==> src/rtl/icnt_pkg.sv <==
package icnt_pkg;

  typedef enum logic [1:0] {
    PRIV_U    = 2'b00,
    PRIV_S    = 2'b01,
    PRIV_RSVD = 2'b10,
    PRIV_M    = 2'b11
  } priv_e;

  localparam int NUM_PRIV = 4;

  typedef struct packed {
    logic enable;
    logic allow_m;
    logic allow_s;
    logic allow_u;
  } qual_cfg_t;

  // Qualifier vector indexed by privilege code; the reserved code stays 0.
  function automatic logic [NUM_PRIV-1:0] allow_vec(input qual_cfg_t c);
    logic [NUM_PRIV-1:0] v;
    v                 = '0;
    v[int'(PRIV_U)]   = c.allow_u;
    v[int'(PRIV_S)]   = c.allow_s;
    v[int'(PRIV_M)]   = c.allow_m;
    return v;
  endfunction

endpackage

==> src/rtl/icnt_cfg_regs.sv <==
module icnt_cfg_regs
  import icnt_pkg::*;
(
  input  logic      clk,
  input  logic      rst,
  input  logic      we,
  input  qual_cfg_t wr_cfg,
  output qual_cfg_t cfg_q
);

  always_ff @(posedge clk) begin
    if (rst) begin
      cfg_q <= '0;
    end else if (we) begin
      cfg_q <= wr_cfg;
    end
  end

  AST_CFG_RESET: assert property (@(posedge clk) rst |=> !cfg_q.enable);

  AST_CFG_LOAD: assert property (@(posedge clk) disable iff (rst)
    we |=> cfg_q == $past(wr_cfg));

endmodule

==> src/rtl/icnt_event_qual.sv <==
module icnt_event_qual
  import icnt_pkg::*;
(
  input  qual_cfg_t  cfg,
  input  logic       retire,
  input  logic       trap,
  input  logic [1:0] priv,
  input  logic       count_nz,
  output logic       hit
);

  logic [NUM_PRIV-1:0] allow;
  logic [NUM_PRIV-1:0] priv_hit;
  logic                completion;

  assign allow = allow_vec(cfg);

  genvar gi;
  generate
    for (gi = 0; gi < NUM_PRIV; gi++) begin : g_mode
      assign priv_hit[gi] = allow[gi] && (priv == gi[1:0]);
    end
  endgenerate

  // Retire and trap for one instruction merge into a single completion.
  assign completion = retire | trap;
  assign hit        = completion && cfg.enable && count_nz && (|priv_hit);

  always_comb begin
    AST_SINGLE_MODE: assert ($countones(priv_hit) <= 1);
  end

endmodule

==> src/rtl/icnt_count_core.sv <==
module icnt_count_core #(
  parameter int CNT_W = 14
) (
  input  logic             clk,
  input  logic             rst,
  input  logic             hit,
  input  logic             we,
  input  logic [CNT_W-1:0] wr_count,
  output logic [CNT_W-1:0] count_q,
  output logic             fire_q,
  output logic             count_nz
);

  localparam logic [CNT_W-1:0] ONE = CNT_W'(1);

  logic last_one;

  assign count_nz = |count_q;
  assign last_one = (count_q == ONE);

  always_ff @(posedge clk) begin
    if (rst) begin
      count_q <= '0;
      fire_q  <= 1'b0;
    end else if (we) begin
      count_q <= wr_count;
      fire_q  <= 1'b0;
    end else if (hit) begin
      count_q <= last_one ? '0 : count_q - ONE;
      fire_q  <= last_one;
    end else begin
      fire_q  <= 1'b0;
    end
  end

  AST_RESET_STATE: assert property (@(posedge clk)
    rst |=> (count_q == '0) && !fire_q);

  AST_DEC_BY_ONE: assert property (@(posedge clk) disable iff (rst)
    (hit && !we && count_q > ONE) |=> (count_q == $past(count_q) - ONE) && !fire_q);

  AST_FIRE_ZERO: assert property (@(posedge clk) disable iff (rst)
    fire_q |-> count_q == '0);

  AST_FIRE_PULSE: assert property (@(posedge clk) disable iff (rst)
    fire_q |=> !fire_q);

  AST_WRITE_WINS: assert property (@(posedge clk) disable iff (rst)
    we |=> (count_q == $past(wr_count)) && !fire_q);

endmodule

==> src/rtl/icnt_trig.sv <==
module icnt_trig
  import icnt_pkg::*;
#(
  parameter int CNT_W = 14
) (
  input  logic             clk,
  input  logic             rst,
  input  logic             cfg_we,
  input  logic             cfg_wr_enable,
  input  logic             cfg_wr_m,
  input  logic             cfg_wr_s,
  input  logic             cfg_wr_u,
  input  logic [CNT_W-1:0] cfg_wr_count,
  input  logic             ev_retire,
  input  logic             ev_trap,
  input  logic [1:0]       ev_priv,
  output logic             trig_fire,
  output logic [CNT_W-1:0] trig_count,
  output logic             trig_enable
);

  qual_cfg_t wr_cfg;
  qual_cfg_t cfg_q;
  logic      hit;
  logic      count_nz;

  assign wr_cfg.enable  = cfg_wr_enable;
  assign wr_cfg.allow_m = cfg_wr_m;
  assign wr_cfg.allow_s = cfg_wr_s;
  assign wr_cfg.allow_u = cfg_wr_u;

  icnt_cfg_regs u_cfg (
    .clk    (clk),
    .rst    (rst),
    .we     (cfg_we),
    .wr_cfg (wr_cfg),
    .cfg_q  (cfg_q)
  );

  icnt_event_qual u_qual (
    .cfg      (cfg_q),
    .retire   (ev_retire),
    .trap     (ev_trap),
    .priv     (ev_priv),
    .count_nz (count_nz),
    .hit      (hit)
  );

  icnt_count_core #(.CNT_W(CNT_W)) u_core (
    .clk      (clk),
    .rst      (rst),
    .hit      (hit),
    .we       (cfg_we),
    .wr_count (cfg_wr_count),
    .count_q  (trig_count),
    .fire_q   (trig_fire),
    .count_nz (count_nz)
  );

  assign trig_enable = cfg_q.enable;

  AST_IDLE_HOLD: assert property (@(posedge clk) disable iff (rst)
    ((!trig_enable || trig_count == '0) && !cfg_we) |=> $stable(trig_count) && !trig_fire);

  AST_PRIV_RSVD: assert property (@(posedge clk) disable iff (rst)
    ((ev_priv == 2'b10) && !cfg_we) |=> $stable(trig_count) && !trig_fire);

  AST_ONE_PER_INSTR: assert property (@(posedge clk) disable iff (rst)
    (ev_retire && ev_trap && !cfg_we && trig_count > CNT_W'(1)) |=>
      (trig_count == $past(trig_count)) || (trig_count == $past(trig_count) - CNT_W'(1)));

  AST_TRAP_COUNTS: assert property (@(posedge clk) disable iff (rst)
    (ev_trap && !ev_retire && !cfg_we && trig_enable && ev_priv == 2'b11 &&
     cfg_q.allow_m && trig_count > CNT_W'(1)) |=> trig_count == $past(trig_count) - CNT_W'(1));

endmodule

==> config.mk <==
export PLATFORM = sky130hd
export DESIGN_NAME = icnt_trig
export DESIGN_NICKNAME = d
export VERILOG_FILES = /design/src/rtl/icnt_pkg.sv /design/src/rtl/icnt_cfg_regs.sv /design/src/rtl/icnt_event_qual.sv /design/src/rtl/icnt_count_core.sv /design/src/rtl/icnt_trig.sv
export SDC_FILE = /design/constraint.sdc
export NUM_CORES = 1
export LEC_CHECK = 0
export BUFFER_PORTS_ARGS = -buffer_cell sky130_fd_sc_hd__buf_2
export CORE_MARGIN = 10
export CORE_UTILIZATION = 38
export CTS_CLUSTER_SIZE = 12
export DETAILED_ROUTE_END_ITERATION = 10
export PLACE_DENSITY = 0.73
export REMOVE_ABC_BUFFERS = 1
export SETUP_SLACK_MARGIN = 0.2
export SLEW_MARGIN = 25
export SYNTH_ARGS = -nofsm -noshare
export SYNTH_HDL_FRONTEND = slang
export SYNTH_SLANG_ARGS = --single-unit
==> constraint.sdc <==
create_clock -name clk -period 2 [get_ports clk]
set_input_delay 0.2 -clock clk [delete_from_list [all_inputs] [get_ports clk]]
set_output_delay 0.2 -clock clk [all_outputs]
set_load 0.005 [all_outputs]
==> impl_metrics.toml <==
[clock_network]
clkTransAtPathRegs_ns = 0.11
clock_path_buffers = 2
cts_tree = "done"
cts_buffers = 3
cts_hold_buf = 0
insertion_delay_ns = 0.30
clock-sinks = 19
htree_levels = 1
cts-root-buf = "clkbuf_4"

[sta]
layout_min_cycle_time_ns = 2.10
setup_viol = 8
relSlewSlack_pct = 76.1
setup_slack_ns = -0.104
worstMarginPinSlew_ns = 0.359
rsz0062_at_grt = "true"
fin_tns_setup_ns = -0.378
fmax_ghz = 0.475
holdWs_ns = 0.0982
fin_skew_ns = 0.00295
period_share_pct = 105
hold_violations = 0
drv_slew = 0

[floorplan]
start_util_pct = 39.4
dieArea_um2 = 5810
die_w_um = 76.3
die_height_um = 76.3
io_pins = 41
num_rows = 20
core_area_um2 = 3050

[hold_path]
worstHoldStart = "cfg_wr_count[2]"
hold_depth = 3
hold_class = "in2reg"
worst_hold_path.endpoint = "u_core.count_q[2]$_SDFFE_PP0P_"

[setup_path]
crit_fanout = 5
path_class = "reg2reg"
slowest_stage = "or4_4"
arrival_ns = 2.31
critPathCaptureType = "register"
rr_worst_depth = 5
critPathLaunchType = "register"
crit_chain = "or4_4, or4_4, a211oi_2, nor3b_1, a221o_1"
r2r-start = "u_core.count_q[8]$_SDFFE_PP0P_"
cpMostUsedCell = "or4_4"
critPathRequiredTime_ns = 2.21
r2r-end = "u_core.count_q[10]$_SDFFE_PP0P_"
crit_path_max_incr_delay_ns = 0.57
regToRegSetupSlack_ns = -0.10

[yosys]
synth.largest_area_cell = "dfxtp_1"
synth_area_um2 = 1200
synthAdderAreaFrac_pct = 2.08
synth-edff-count = 0
syn_inst = 146
yosysSeqAreaShare_pct = 31.6
synthMuxAreaShare_pct = 3.33
synth_top_cells_by_area = "dfxtp_1 32%, nor2_1 4.7%, nor3_1 4.2%, nand3_1 3.7%, mux2i_1 3.3%"
synth_ff_type = "dfxtp_1"
ys_types = 45
synth_top_family_by_area = "simple AND/OR/NAND/NOR gates"
synth-seq-cells = 19
synth_compound_area_share_pct = 20.8
syn_area_per_cell_um2 = 8.24
yosys_warnings = 0
synth_top_cell_area_share_pct = 31.6
synthArstFlopShare_pct = 0
synth-simple-area-share_pct = 34.5
synth-xor-area-share_pct = 1.46

[place]
portBuffers = 40
dpl.hpwl_um = 3150
gp_congestion = 0.902
place_area_um2 = 1670
place_ws_ns = -0.287
dpl.cell_count = 256

[detailed_routing]
via_count = 1480
vias_per_cell = 5.50
ant_nets = 0
first_iter_violations = 104
dr.pass1.iters = 4
wl_per_cell_um = 16.3
drc = 0
finalWirelength_um = 4380

[power_and_ir_drop]
p_leak_nw = 0.817
ir_drop_mv = 0.307
power.density_nw_per_um2 = 529

[final_layout]
post-route-cell-area_um2 = 1880
antennaDiodeCount = 0
nets = 253
mostFrequentLayoutCells = "41 x buf_4, 40 x buf_2, 16 x dfxtp_1"
instances_no_fill = 269
final_common_cell = "buf_4"
drive_above_1_share_pct = 52.4
syn_to_final_growth_pct = 56.5

[global_route]
grt_pass1_vias = 1479
grt_overflow = 0
grt_pass1_wl_um = 7150
grt_antenna_before_repair = 0
grtUsageTotal_pct = 14.3
grt_start_max_net_pins = 18

[status]
run_status = "complete, but fails checks"
violations = "negative setup slack"

[job]
maxCapViolations = 0
## worst max-delay path by stage
stage / slack (ns) / depth (start not counted) / to / startpoint
final: -0.10 / 5 / u_core.count_q[10]$_SDFFE_PP0P_ / u_core.count_q[8]$_SDFFE_PP0P_
after global routing: -0.15 / 5 / u_core.count_q[9]$_SDFFE_PP0P_ / u_core.count_q[8]$_SDFFE_PP0P_
after CTS: -0.1 / 5 / u_core.count_q[10]$_SDFFE_PP0P_ / u_core.count_q[9]$_SDFFE_PP0P_
after detailed placement: -0.29 / 7 / u_core.count_q[5]$_SDFFE_PP0P_ / u_core.count_q[0]$_SDFFE_PP0P_
after global placement: -0.21 / 7 / u_core.count_q[1]$_SDFFE_PP0P_ / u_core.count_q[0]$_SDFFE_PP0P_
after floorplan: -0.16 / 5 / u_core.count_q[10]$_SDFFE_PP0P_ / u_core.count_q[8]$_SDFFE_PP0P_
## report_power, final
group          switching (mW)  total, mW  internal [mW]
Combinational           0.186      0.374          0.188
Sequential             0.0184      0.421          0.403
Clock                   0.125      0.200         0.0747
Total                   0.330      0.995          0.666
## cells by family after synthesis
family | after synthesis
xor+xnor | 2
buf+inv | 15
mux | 4
fa+ha+maj | 2
compound gates | 32
flops | 19
simple gates | 72
## cell type report
cell class,count,area [µm²]
inverters,6,22.5
flip-flops and latches,19,384
clock buffers,3,22.5
well taps,44,55.1
repair buffers,83,531
clock inverters,1,5.00
fillers,283,1170
multi-input cells,113,862
## worst max-delay path: cells and delay by family, from the launching register on
family | cells | cell delay (ns)
and+or+nand+nor | 3 | 1.20
DFF | 1 | 0.33
AOI/OAI and AO/OA | 2 | 0.47
## per-stage QoR
step / total power, mW / utilization (%)
2_1_floorplan: 0.571 / -
3_3_place_gp: 0.734 / 54.7
3_5_place_dp: 0.739 / 54.7
4_1_cts: 0.980 / 59.8
5_1_grt: 1.06 / 61.6
6_report: 0.995 / 61.6
## cell usage after synthesis (all sizes together) (4+ instances only)
| master | instances |
|---|---|
| nor4 | 6 |
| or3 | 4 |
| nand3 | 9 |
| or4 | 5 |
| dfxtp | 19 |
| mux2i | 4 |
| nor2 | 15 |
| nor3 | 10 |
| o21ai | 5 |
| nand2 | 11 |
| inv | 6 |
| a31oi | 5 |
| clkbuf | 6 |
## flip-flops by register name, indices dropped and copies added (netlist names)
name,count
u_cfg.cfg_q,4
u_core.count_q,14
u_core.fire_q,1
## routing by layer
layer  share of wire, %  GRT usage [%]  up-vias
li1                   -              -      718
met1                 42           16.7      699
met2                 49           24.7       55
met3                7.2           4.13        8
met4                1.9           3.72        0
met5                  0              0        -
## repair_timing
action,in CTS,in global routing
gates resized for setup,21,9
gates cloned,1,0
endpoints found under the setup margin,15,15
pin swaps,17,10
hold endpoints to repair,0,0
buffers inserted,5,3
No activity file was read; power rests on OpenSTA's default activity.
